==> src/rtl/spi_flash_cmd_resp.sv <==
module spi_flash_cmd_resp #(
  parameter int ERASE_CYCLES = 50000
) (
  input  logic clk,
  input  logic rst_n,
  input  logic sck,
  input  logic cs_n,
  input  logic mosi,
  output logic miso,
  output logic miso_oe,
  output logic erase_req
);
  localparam int CW = $clog2(ERASE_CYCLES + 1);
  localparam logic [7:0] OP_STAT  = 8'h05;
  localparam logic [7:0] OP_WEN   = 8'h06;
  localparam logic [7:0] OP_WDIS  = 8'h04;
  localparam logic [7:0] OP_WSTAT = 8'h01;
  localparam logic [7:0] OP_ERA_A = 8'h60;
  localparam logic [7:0] OP_ERA_B = 8'hC7;

  logic [2:0] sck_q, cs_q;
  logic [1:0] mosi_q;
  logic [4:0] bitcnt;
  logic [15:0] shin;
  logic [7:0] op, out_sh, status;
  logic [2:0] out_idx;
  logic rd_mode, oe, wel, busy;
  logic [3:0] prot;
  logic [CW-1:0] cnt;

  always_ff @(posedge clk or negedge rst_n)
    if (!rst_n) begin
      sck_q <= '0; cs_q <= '1; mosi_q <= '0;
    end else begin
      sck_q <= {sck_q[1:0], sck};
      cs_q <= {cs_q[1:0], cs_n};
      mosi_q <= {mosi_q[0], mosi};
    end

  wire cs_lo = ~cs_q[1];
  wire cs_f = ~cs_q[1] & cs_q[2];
  wire cs_r = cs_q[1] & ~cs_q[2];
  wire sck_r = sck_q[1] & ~sck_q[2] & cs_lo;
  wire sck_f = ~sck_q[1] & sck_q[2] & cs_lo;
  wire din = mosi_q[1];
  wire [7:0] op_next = {shin[6:0], din};

  assign status = {2'b00, prot, wel, busy};

  wire is_erase = (op == OP_ERA_A) || (op == OP_ERA_B);
  wire end8 = cs_r && bitcnt == 5'd8 && !busy;
  wire erase_go = end8 && is_erase && wel && prot == 4'd0;
  wire wen_go = end8 && op == OP_WEN;
  wire wdis_go = end8 && op == OP_WDIS;
  wire wstat_go = cs_r && bitcnt == 5'd16 && op == OP_WSTAT && wel && !busy;

  always_ff @(posedge clk or negedge rst_n)
    if (!rst_n) begin
      bitcnt <= '0; shin <= '0; op <= '0; rd_mode <= 1'b0;
    end else if (cs_f) begin
      bitcnt <= '0; op <= '0; rd_mode <= 1'b0;
    end else if (cs_r) begin
      rd_mode <= 1'b0;
    end else if (sck_r) begin
      shin <= {shin[14:0], din};
      if (bitcnt != 5'h1F) bitcnt <= bitcnt + 5'd1;
      if (bitcnt == 5'd7) begin
        op <= op_next;
        rd_mode <= (op_next == OP_STAT);
      end
    end

  always_ff @(posedge clk or negedge rst_n)
    if (!rst_n) begin
      oe <= 1'b0; out_sh <= '0; out_idx <= '0;
    end else if (cs_f || cs_r) begin
      oe <= 1'b0; out_idx <= '0;
    end else if (sck_f && rd_mode) begin
      oe <= 1'b1;
      out_idx <= out_idx + 3'd1;
      out_sh <= (out_idx == 3'd0) ? status : {out_sh[6:0], 1'b0};
    end

  assign miso = oe & out_sh[7];
  assign miso_oe = oe;

  always_ff @(posedge clk or negedge rst_n)
    if (!rst_n) begin
      busy <= 1'b0; cnt <= '0; erase_req <= 1'b0;
    end else begin
      erase_req <= erase_go;
      if (erase_go) begin
        busy <= 1'b1;
        cnt <= CW'(ERASE_CYCLES - 1);
      end else if (busy) begin
        if (cnt == '0) busy <= 1'b0;
        else cnt <= cnt - 1'b1;
      end
    end

  always_ff @(posedge clk or negedge rst_n)
    if (!rst_n) begin
      wel <= 1'b0; prot <= '0;
    end else begin
      if (busy && cnt == '0) wel <= 1'b0;
      else if (wen_go) wel <= 1'b1;
      else if (wdis_go || wstat_go) wel <= 1'b0;
      if (wstat_go) prot <= shin[5:2];
    end

  a_r7_single_pulse: assert property (@(posedge clk) disable iff (!rst_n)
    erase_req |=> !erase_req);
  a_r7_gated_start: assert property (@(posedge clk) disable iff (!rst_n)
    erase_req |-> ($past(wel) && $past(prot) == 4'd0 && !$past(busy)));
  a_r7_busy_from_req: assert property (@(posedge clk) disable iff (!rst_n)
    $rose(busy) |-> erase_req);
  a_r11_wel_clear_at_end: assert property (@(posedge clk) disable iff (!rst_n)
    $fell(busy) |-> !wel);
  a_r12_prot_frozen: assert property (@(posedge clk) disable iff (!rst_n)
    (busy && $past(busy)) |-> prot == $past(prot));
  a_r4_oe_drops: assert property (@(posedge clk) disable iff (!rst_n)
    (miso_oe && !cs_lo) |=> !miso_oe);
endmodule

==> config.mk <==
export PLATFORM = sky130hd
export DESIGN_NAME = spi_flash_cmd_resp
export DESIGN_NICKNAME = d
export VERILOG_FILES = /design/src/rtl/spi_flash_cmd_resp.sv
export SDC_FILE = /design/constraint.sdc
export NUM_CORES = 1
export LEC_CHECK = 0
export BUFFER_PORTS_ARGS = -buffer_cell sky130_fd_sc_hd__buf_4
export CORE_MARGIN = 2
export CORE_UTILIZATION = 60
export DETAILED_ROUTE_END_ITERATION = 10
export GPL_TIMING_DRIVEN = 0
export PLACE_DENSITY = 0.77
export REMOVE_ABC_BUFFERS = 1
export SETUP_SLACK_MARGIN = 0.4
export SLEW_MARGIN = 20
export SYNTH_ARGS = -nofsm -noshare
export SYNTH_HDL_FRONTEND = slang
export SYNTH_SLANG_ARGS = --single-unit
==> constraint.sdc <==
create_clock -name clk -period 2.69 [get_ports clk]
set_input_delay 0.1345 -clock clk [delete_from_list [all_inputs] [get_ports clk]]
set_output_delay 0.1345 -clock clk [all_outputs]
set_load 0.01 [all_outputs]
==> summary.md, run 1 <==
| Metric | Value |
|---|---|
| Global-route wire length before repair | `9750 um` |
| Synth top area cells | `dfrtp_1 49%, mux2_2 5.1%, ha_1 4.0%` |
| Total Nets Final | `311` |
| Post-Syn Area per Cell | `11.2 um2` |
| Yosys cell types | `50` |
| Hold slack | `353 ps` |
| Largest stage delay, worst path | `660 ps` |
| Vias in the first global route | `2091` |
| Initial core utilization | `0.615` |
| CP Cell Sequence | `ha_1 > nand4bb_1 > or4_4 > mux2_4` |
| Clock slew at reported path FFs | `70 ps` |
| Multi-input combinational cell area | `1460 um2` |
| Max Cap Viol | `0` |
| RSZ-0062 raised after global routing | `true` |
| Leakage power | `1.60 nW` |
| Placed inst area | `3210 um2` |
| Final setup vio count | `0` |
| Power Dens Cells | `697 nW/um2` |
| Fmax | `453 MHz` |
| CTS buffer count | `9` |
| CP Launch Type | `register` |
| Residual DRC count | `0` |
| Worst hold path class | `reg -> reg` |
| Crit-path slowest cell | `or4_4` |
| Crit-path max FO | `7` |
| Kind of critical path | `reg -> reg` |
| First-iteration detailed-routing DRC count | `136` |
| Fin crit share | `0.821` |
| Setup WS pre-CTS | `349 ps` |
| Die Area | `5760 um2` |
| Gpl congestion | `0.795` |
| CP top delay family | `simple AND/OR/NAND/NOR gates` |
| Ys Warns | `0` |
| Clk root buf | `clkbuf_8` |
| Setup_tns | `0 ps` |
| Final hold vios | `0` |
| Die height | `75.9 um` |
| FF/Latch Area | `1610 um2` |
| Worst-Margin Slew | `785 ps` |
| Vias | `2158` |
| Drt first pass iters | `4` |
| PortBufs | `7` |
| GRT Total Usage | `0.228` |
| Total gr overflow | `0` |
| DR WL/cell | `15.7 um` |
| Synthesized area | `3100 um2` |
| Register area share after synthesis | `0.518` |
| Worst endpoint required time | `2920 ps` |
| Fillers | `338` |
| Clk sinks | `64` |
| I/O Pins | `8` |
| Via/cell ratio | `5.83` |
| PnR worst setup slack | `481 ps` |
| Initial antenna violation count | `0` |
| Largest net degree at the start of global routing | `65` |
| Synth-to-Final Area Change | `14.8%` |
| Top-count cell post-synth | `dfrtp_1` |
| Synth cell count leaders | `61 x dfrtp_1, 23 x nand2_1, 20 x o21ai_0` |
| Final non-filler cell area | `3560 um2` |
| Clock Tree Buf Depth | `2` |
| CP bufs+invs | `0` |
| Yosys top cell area share | `0.492` |
| Core Region | `5040 um2` |
| Worst Setup End Kind | `register` |
| Slew headroom | `0.477` |
| Tmin final | `2210 ps` |
| # rows | `26` |
| ANT cells | `0` |
| Post-synth top flop | `dfrtp_1` |
| Status | `completed` |
| CTS tree | `done` |
| Die width | `75.9 um` |
| Antenna viol nets, final | `0` |
| Post-synth EDFFs | `0` |
| Count of pins over their slew limit | `0` |
| Final wirelength | `5810 um` |
| Worst ir drop on vdd | `0.000466 V` |
| Clk Latency, worst-skew pair | `340 ps` |
| Clock Skew | `8.21 ps` |
| Synth area leader | `dfrtp_1` |
| Ys async rst share | `1.00` |
| Post-DP HPWL | `3740 um` |
| Post-synthesis register bit count | `64` |
| Mapped Cells | `278` |
| Max H-tree Level | `3` |
| Crit path DAT | `2440 ps` |
| Layout cells sized above 1 | `0.223` |
==> worst register-to-register path, delay by kind of cell (launching register included) <==
| kind | cells | cell delay [ps] |
|---|---|---|
| flops | 1 | 610 |
| simple gates | 2 | 930 |
| mux | 1 | 320 |
| fa+ha+maj | 1 | 230 |
==> path summary, 6_finish.rpt <==
kind,start,to,slack [ps],depth (start not counted)
worst max-delay path,cs_q[1],prot[1],480,4
worst min-delay path,sck_q[0],sck_q[1],350,0
worst max register to register,cs_q[1],prot[1],480,4
worst min register to register,sck_q[0],sck_q[1],350,0
max in group asynchronous,rst_n,cnt[2],1750,2
min in group asynchronous,rst_n,out_sh[7],410,2
==> cell usage in the layout (no fill, tap or decap), types with 5 or more instances in the layout <==
cell / n
ha_1: 9
nor3_1: 5
inv_1: 11
and2_1: 5
o31ai_1: 5
or4_1: 8
o21ai_0: 19
nand3_1: 13
buf_4: 10
clkbuf_8: 10
mux2i_1: 10
nor2b_1: 8
a21oi_1: 11
mux2_2: 14
or3_1: 7
dfrtp_1: 61
nand2_1: 23
==> routing by layer <==
metal / wire length, um / global-route usage / vias up
li1: - / - / 1070
met3: 141 / 0.0476 / 10
met5: 0 / 0 / -
met4: 118 / 0.0994 / 0
met1: 2850 / 0.322 / 1051
met2: 2700 / 0.343 / 27
==> area by class of cell <==
class	instances	area share
well taps	70	0.0246
flip-flops and latches	64	0.451
clock inverters	5	0.0295
inverters	12	0.0137
repair buffers	14	0.0323
multi-input cells	195	0.410
clock buffers	10	0.0387
==> what timing repair did <==
| action | 4_1_cts | 5_1_grt |
|---|---|---|
| setup endpoints to repair | 8 | 14 |
| pin swaps | 0 | 1 |
| buffers inserted | 0 | 3 |
| gates resized for setup | 3 | 6 |
| hold buffers | 4 | 0 |
| endpoints found under the hold margin | 64 | 0 |
==> logic make-up (layout without fill, tap and decap cells) <==
logic type	Yosys count	in the layout	share of synthesized area
buffers and inverters	19	41	0.0258
AOI/OAI and AO/OA	49	49	0.0961
and+or+nand+nor	106	106	0.212
muxes	28	28	0.103
DFF	64	64	0.518
adders and majority gates	10	10	0.0404
xor gates and xnor gates	2	2	0.00565
==> state kept, by name (all words and copies together), names as in the netlist <==
| name | count |
|---|---|
| miso_oe | 1 |
| bitcnt | 5 |
| wel | 1 |
| cnt | 16 |
| sck_q | 3 |
| erase_req | 1 |
| rd_mode | 1 |
| out_idx | 3 |
| prot | 4 |
| mosi_q | 2 |
| shin | 7 |
| cs_q | 3 |
| op | 8 |
| busy | 1 |
| out_sh | 8 |
==> power breakdown <==
group / internal [mW] / switching [mW] / leakage, nW / total (mW)
logic: 0.154 / 0.138 / 0.629 / 0.293
registers: 1.06 / 0.112 / 0.852 / 1.18
clock network: 0.635 / 0.377 / 0.115 / 1.01
total: 1.85 / 0.627 / 1.60 / 2.48
==> metrics by stage <==
stage          utilization  instances  power, mW
2_1_floorplan            -        271       1.36
3_3_place_gp         0.636        348       1.44
3_5_place_dp         0.636        348       1.46
4_1_cts              0.696        367       2.49
5_1_grt              0.706        370       2.58
6_report             0.706        370       2.48
(Power assumes the default switching activity.)
==> run 2: changes to the inputs <==
Clock period 2.69 ns to 2.05 ns, I/O delays scaled along.
==> run 2 against run 1 <==
Effect of this change: the run now ends with setup timing left; combinational power rose to 2.7 times the previous value; clock skew up 5.5 ps; largest power group unchanged; first-iteration DRC count rose to 3.1 times the previous value; sequential cell count unchanged; highest routed layer unchanged; critical path type unchanged; critical path depth down 1.
==> summary.md, run 2 (synthesis results as in run 1) <==
| Metric | Value |
|---|---|
| Crit-path max FO | `5 (-2)` |
| Most Crowded Layer GR | `met2` |
| Max reg flops | `16 (unchanged)` |
| Largest net degree at the start of global routing | `65 (unchanged)` |
| Final wirelength | `10700 um (+84%)` |
| Global-route wire length before repair | `13000 um (+34%)` |
| First-iteration detailed-routing DRC count | `426 (+210%)` |
| Worst Setup End Kind | `register` |
| Fin crit share | `1.00 (+0.181)` |
| Clock Tree Buf Depth | `2 (unchanged)` |
| Reg with most FFs | `cnt` |
| Final non-filler cell area | `4590 um2 (+29%)` |
| RSZ-0062 raised after global routing | `true` |
| Inst Count DP | `348 (unchanged)` |
| ANT cells | `0 (unchanged)` |
| Count of pins over their slew limit | `0 (unchanged)` |
| Initial antenna violation count | `0 (unchanged)` |
| Total Nets Final | `370 (+19%)` |
| Tmin final | `2050 ps (-154 ps)` |
| CP Cell Sequence | `or4b_4 > or4_4 > mux2_4` |
| Sequential power share | `0.420 (-0.054)` |
| # rows | `26 (unchanged)` |
| Via/cell ratio | `6.80 (+17%)` |
| Layout cells sized above 1 | `0.540 (+0.317)` |
| Switching share of power | `0.284 (+0.0314)` |
| Status | `complete, but fails checks` |
| Final Instance Count excl. Fillers | `429 (+16%)` |
| CP Launch Type | `register` |
| Die height | `75.9 um (unchanged)` |
| Clk Latency, worst-skew pair | `350 ps (about the same)` |
| Crit-path slowest cell | `or4_4` |
| Initial core utilization | `0.615 (unchanged)` |
| Total gr overflow | `0 (unchanged)` |
| PortBufs | `7 (unchanged)` |
| Clock power frac | `0.366 (-0.042)` |
| Met3 Use GR | `0.0661 (+0.0185)` |
| Kind of critical path | `reg -> reg` |
| Fmax | `487 MHz (+7.5%)` |
| Worst-Margin Slew | `803 ps (+17.9 ps)` |
| Clock slew at reported path FFs | `80 ps (about the same)` |
| Power Dens Cells | `816 nW/um2 (+17%)` |
| Placed inst area | `3210 um2 (unchanged)` |
| Setup WS pre-CTS | `-291 ps (-640 ps)` |
| Vias in the first global route | `2573 (+23%)` |
| Worst endpoint required time | `2290 ps (-630 ps)` |
| Worst hold path class | `reg -> reg` |
| Failing checks | `setup timing` |
| Clk sinks | `64 (unchanged)` |
| Synth-to-Final Area Change | `48.2%` |
| DR WL/cell | `25.0 um (+59%)` |
| GRT Total Usage | `0.315 (+0.0863)` |
| Clock Skew | `13.8 ps (+5.54 ps)` |
| Leakage power | `2.06 nW (+29%)` |
| Core Region | `5040 um2 (unchanged)` |
| Antenna viol nets, final | `0 (unchanged)` |
| Residual DRC count | `0 (unchanged)` |
| Commonest non-fill, non-tap cells in the layout | `55 x dfrtp_1, 50 x buf_4, 19 x nand2_1` |
| P_sw | `1.07 mW (+70%)` |
| Worst ir drop on vdd | `0.000806 V (+73%)` |
| Final hold vios | `0 (unchanged)` |
| Die width | `75.9 um (unchanged)` |
| Pint | `2.68 mW (+45%)` |
| Met2 usage | `0.518 (+0.175)` |
| CTS buffer count | `9 (unchanged)` |
| CTS tree | `done` |
| Met1 usage | `0.399 (+0.0765)` |
| Post-DP HPWL | `3740 um (unchanged)` |
| Slew headroom | `0.465 (-0.0120)` |
| Max H-tree Level | `3 (unchanged)` |
| Hold slack | `355 ps (+1.09 ps)` |
| Final setup vio count | `3 (+3)` |
| I/O Pins | `8 (unchanged)` |
| Clk root buf | `clkbuf_8` |
| Crit path DAT | `2300 ps (-140 ps)` |
| Top Registers | `cnt x16, op x8, out_sh x8` |
| Most common cell after layout, fill and taps aside | `dfrtp_1` |
| Vias | `2917 (+35%)` |
| Max Cap Viol | `0 (unchanged)` |
| Gpl congestion | `0.795 (unchanged)` |
| PnR worst setup slack | `-4.92 ps (-486 ps)` |
| Die Area | `5760 um2 (unchanged)` |
| Comb pwr share | `0.214 (+0.096)` |
| Final core area utilization | `0.911 (+0.205)` |
| Largest stage delay, worst path | `630 ps (-30 ps)` |
| Drt first pass iters | `5 (+1)` |
[run 2: worst paths after layout]
kind                          start   endpoint  slack, ps  cells after the start
setup / recovery                wel    prot[1]         -5                      3
hold / removal             sck_q[0]   sck_q[1]        350                      0
min in group asynchronous     rst_n  out_sh[7]        370                      2
max in group asynchronous     rst_n     cnt[9]       1080                      2
setup reg to reg                wel    prot[1]         -5                      3
hold reg to reg            sck_q[0]   sck_q[1]        350                      0
[run 2: cell type report]
| type | instances | area, um2 |
|---|---|---|
| well taps | 70 | 87.6 |
| repair buffers | 73 | 646 |
| fillers | 162 | 448 |
| flip-flops and latches | 64 | 1610 |
| multi-input cells | 195 | 1940 |
| inverters | 12 | 62.6 |
| clock inverters | 5 | 105 |
| clock buffers | 10 | 138 |
[run 2: critical path, delay by kind of cell, from the launching register on]
family | cells | cell delay (ps)
mux | 1 | 330
simple gates | 2 | 1140
flops | 1 | 480
[run 2: timing repair]
| item | CTS | global route |
|---|---|---|
| buffers inserted | 39 | 23 |
| gates resized for setup | 86 | 64 |
| hold buffers | 4 | 0 |
| pin swaps | 31 | 19 |
| endpoints found under the hold margin | 64 | 0 |
| setup endpoints to repair | 52 | 49 |
[run 2: per-stage QoR]
| step | total power, mW | TNS [ps] |
|---|---|---|
| floorplan | 1.78 | -58.0 |
| global placement | 1.89 | -2570 |
| detailed placement | 1.92 | -3520 |
| CTS | 3.48 | 0 |
| global route | 3.85 | -38.3 |
| finish | 3.75 | -10.9 |
[run 2: per-layer routing]
layer  share of wire  up-vias
met4           0.050        0
met3           0.070       74
met2            0.49      205
met1            0.39     1454
met5               0        -
li1                -     1184
[run 2: power groups by stage]
stage / registers (mW) / clock network [mW] / logic, mW
after floorplan: 1.51 / 0 / 0.278
after global placement: 1.54 / 0 / 0.348
after detailed placement: 1.55 / 0 / 0.362
after CTS: 1.54 / 1.35 / 0.592
after global routing: 1.58 / 1.42 / 0.840
final: 1.57 / 1.37 / 0.802
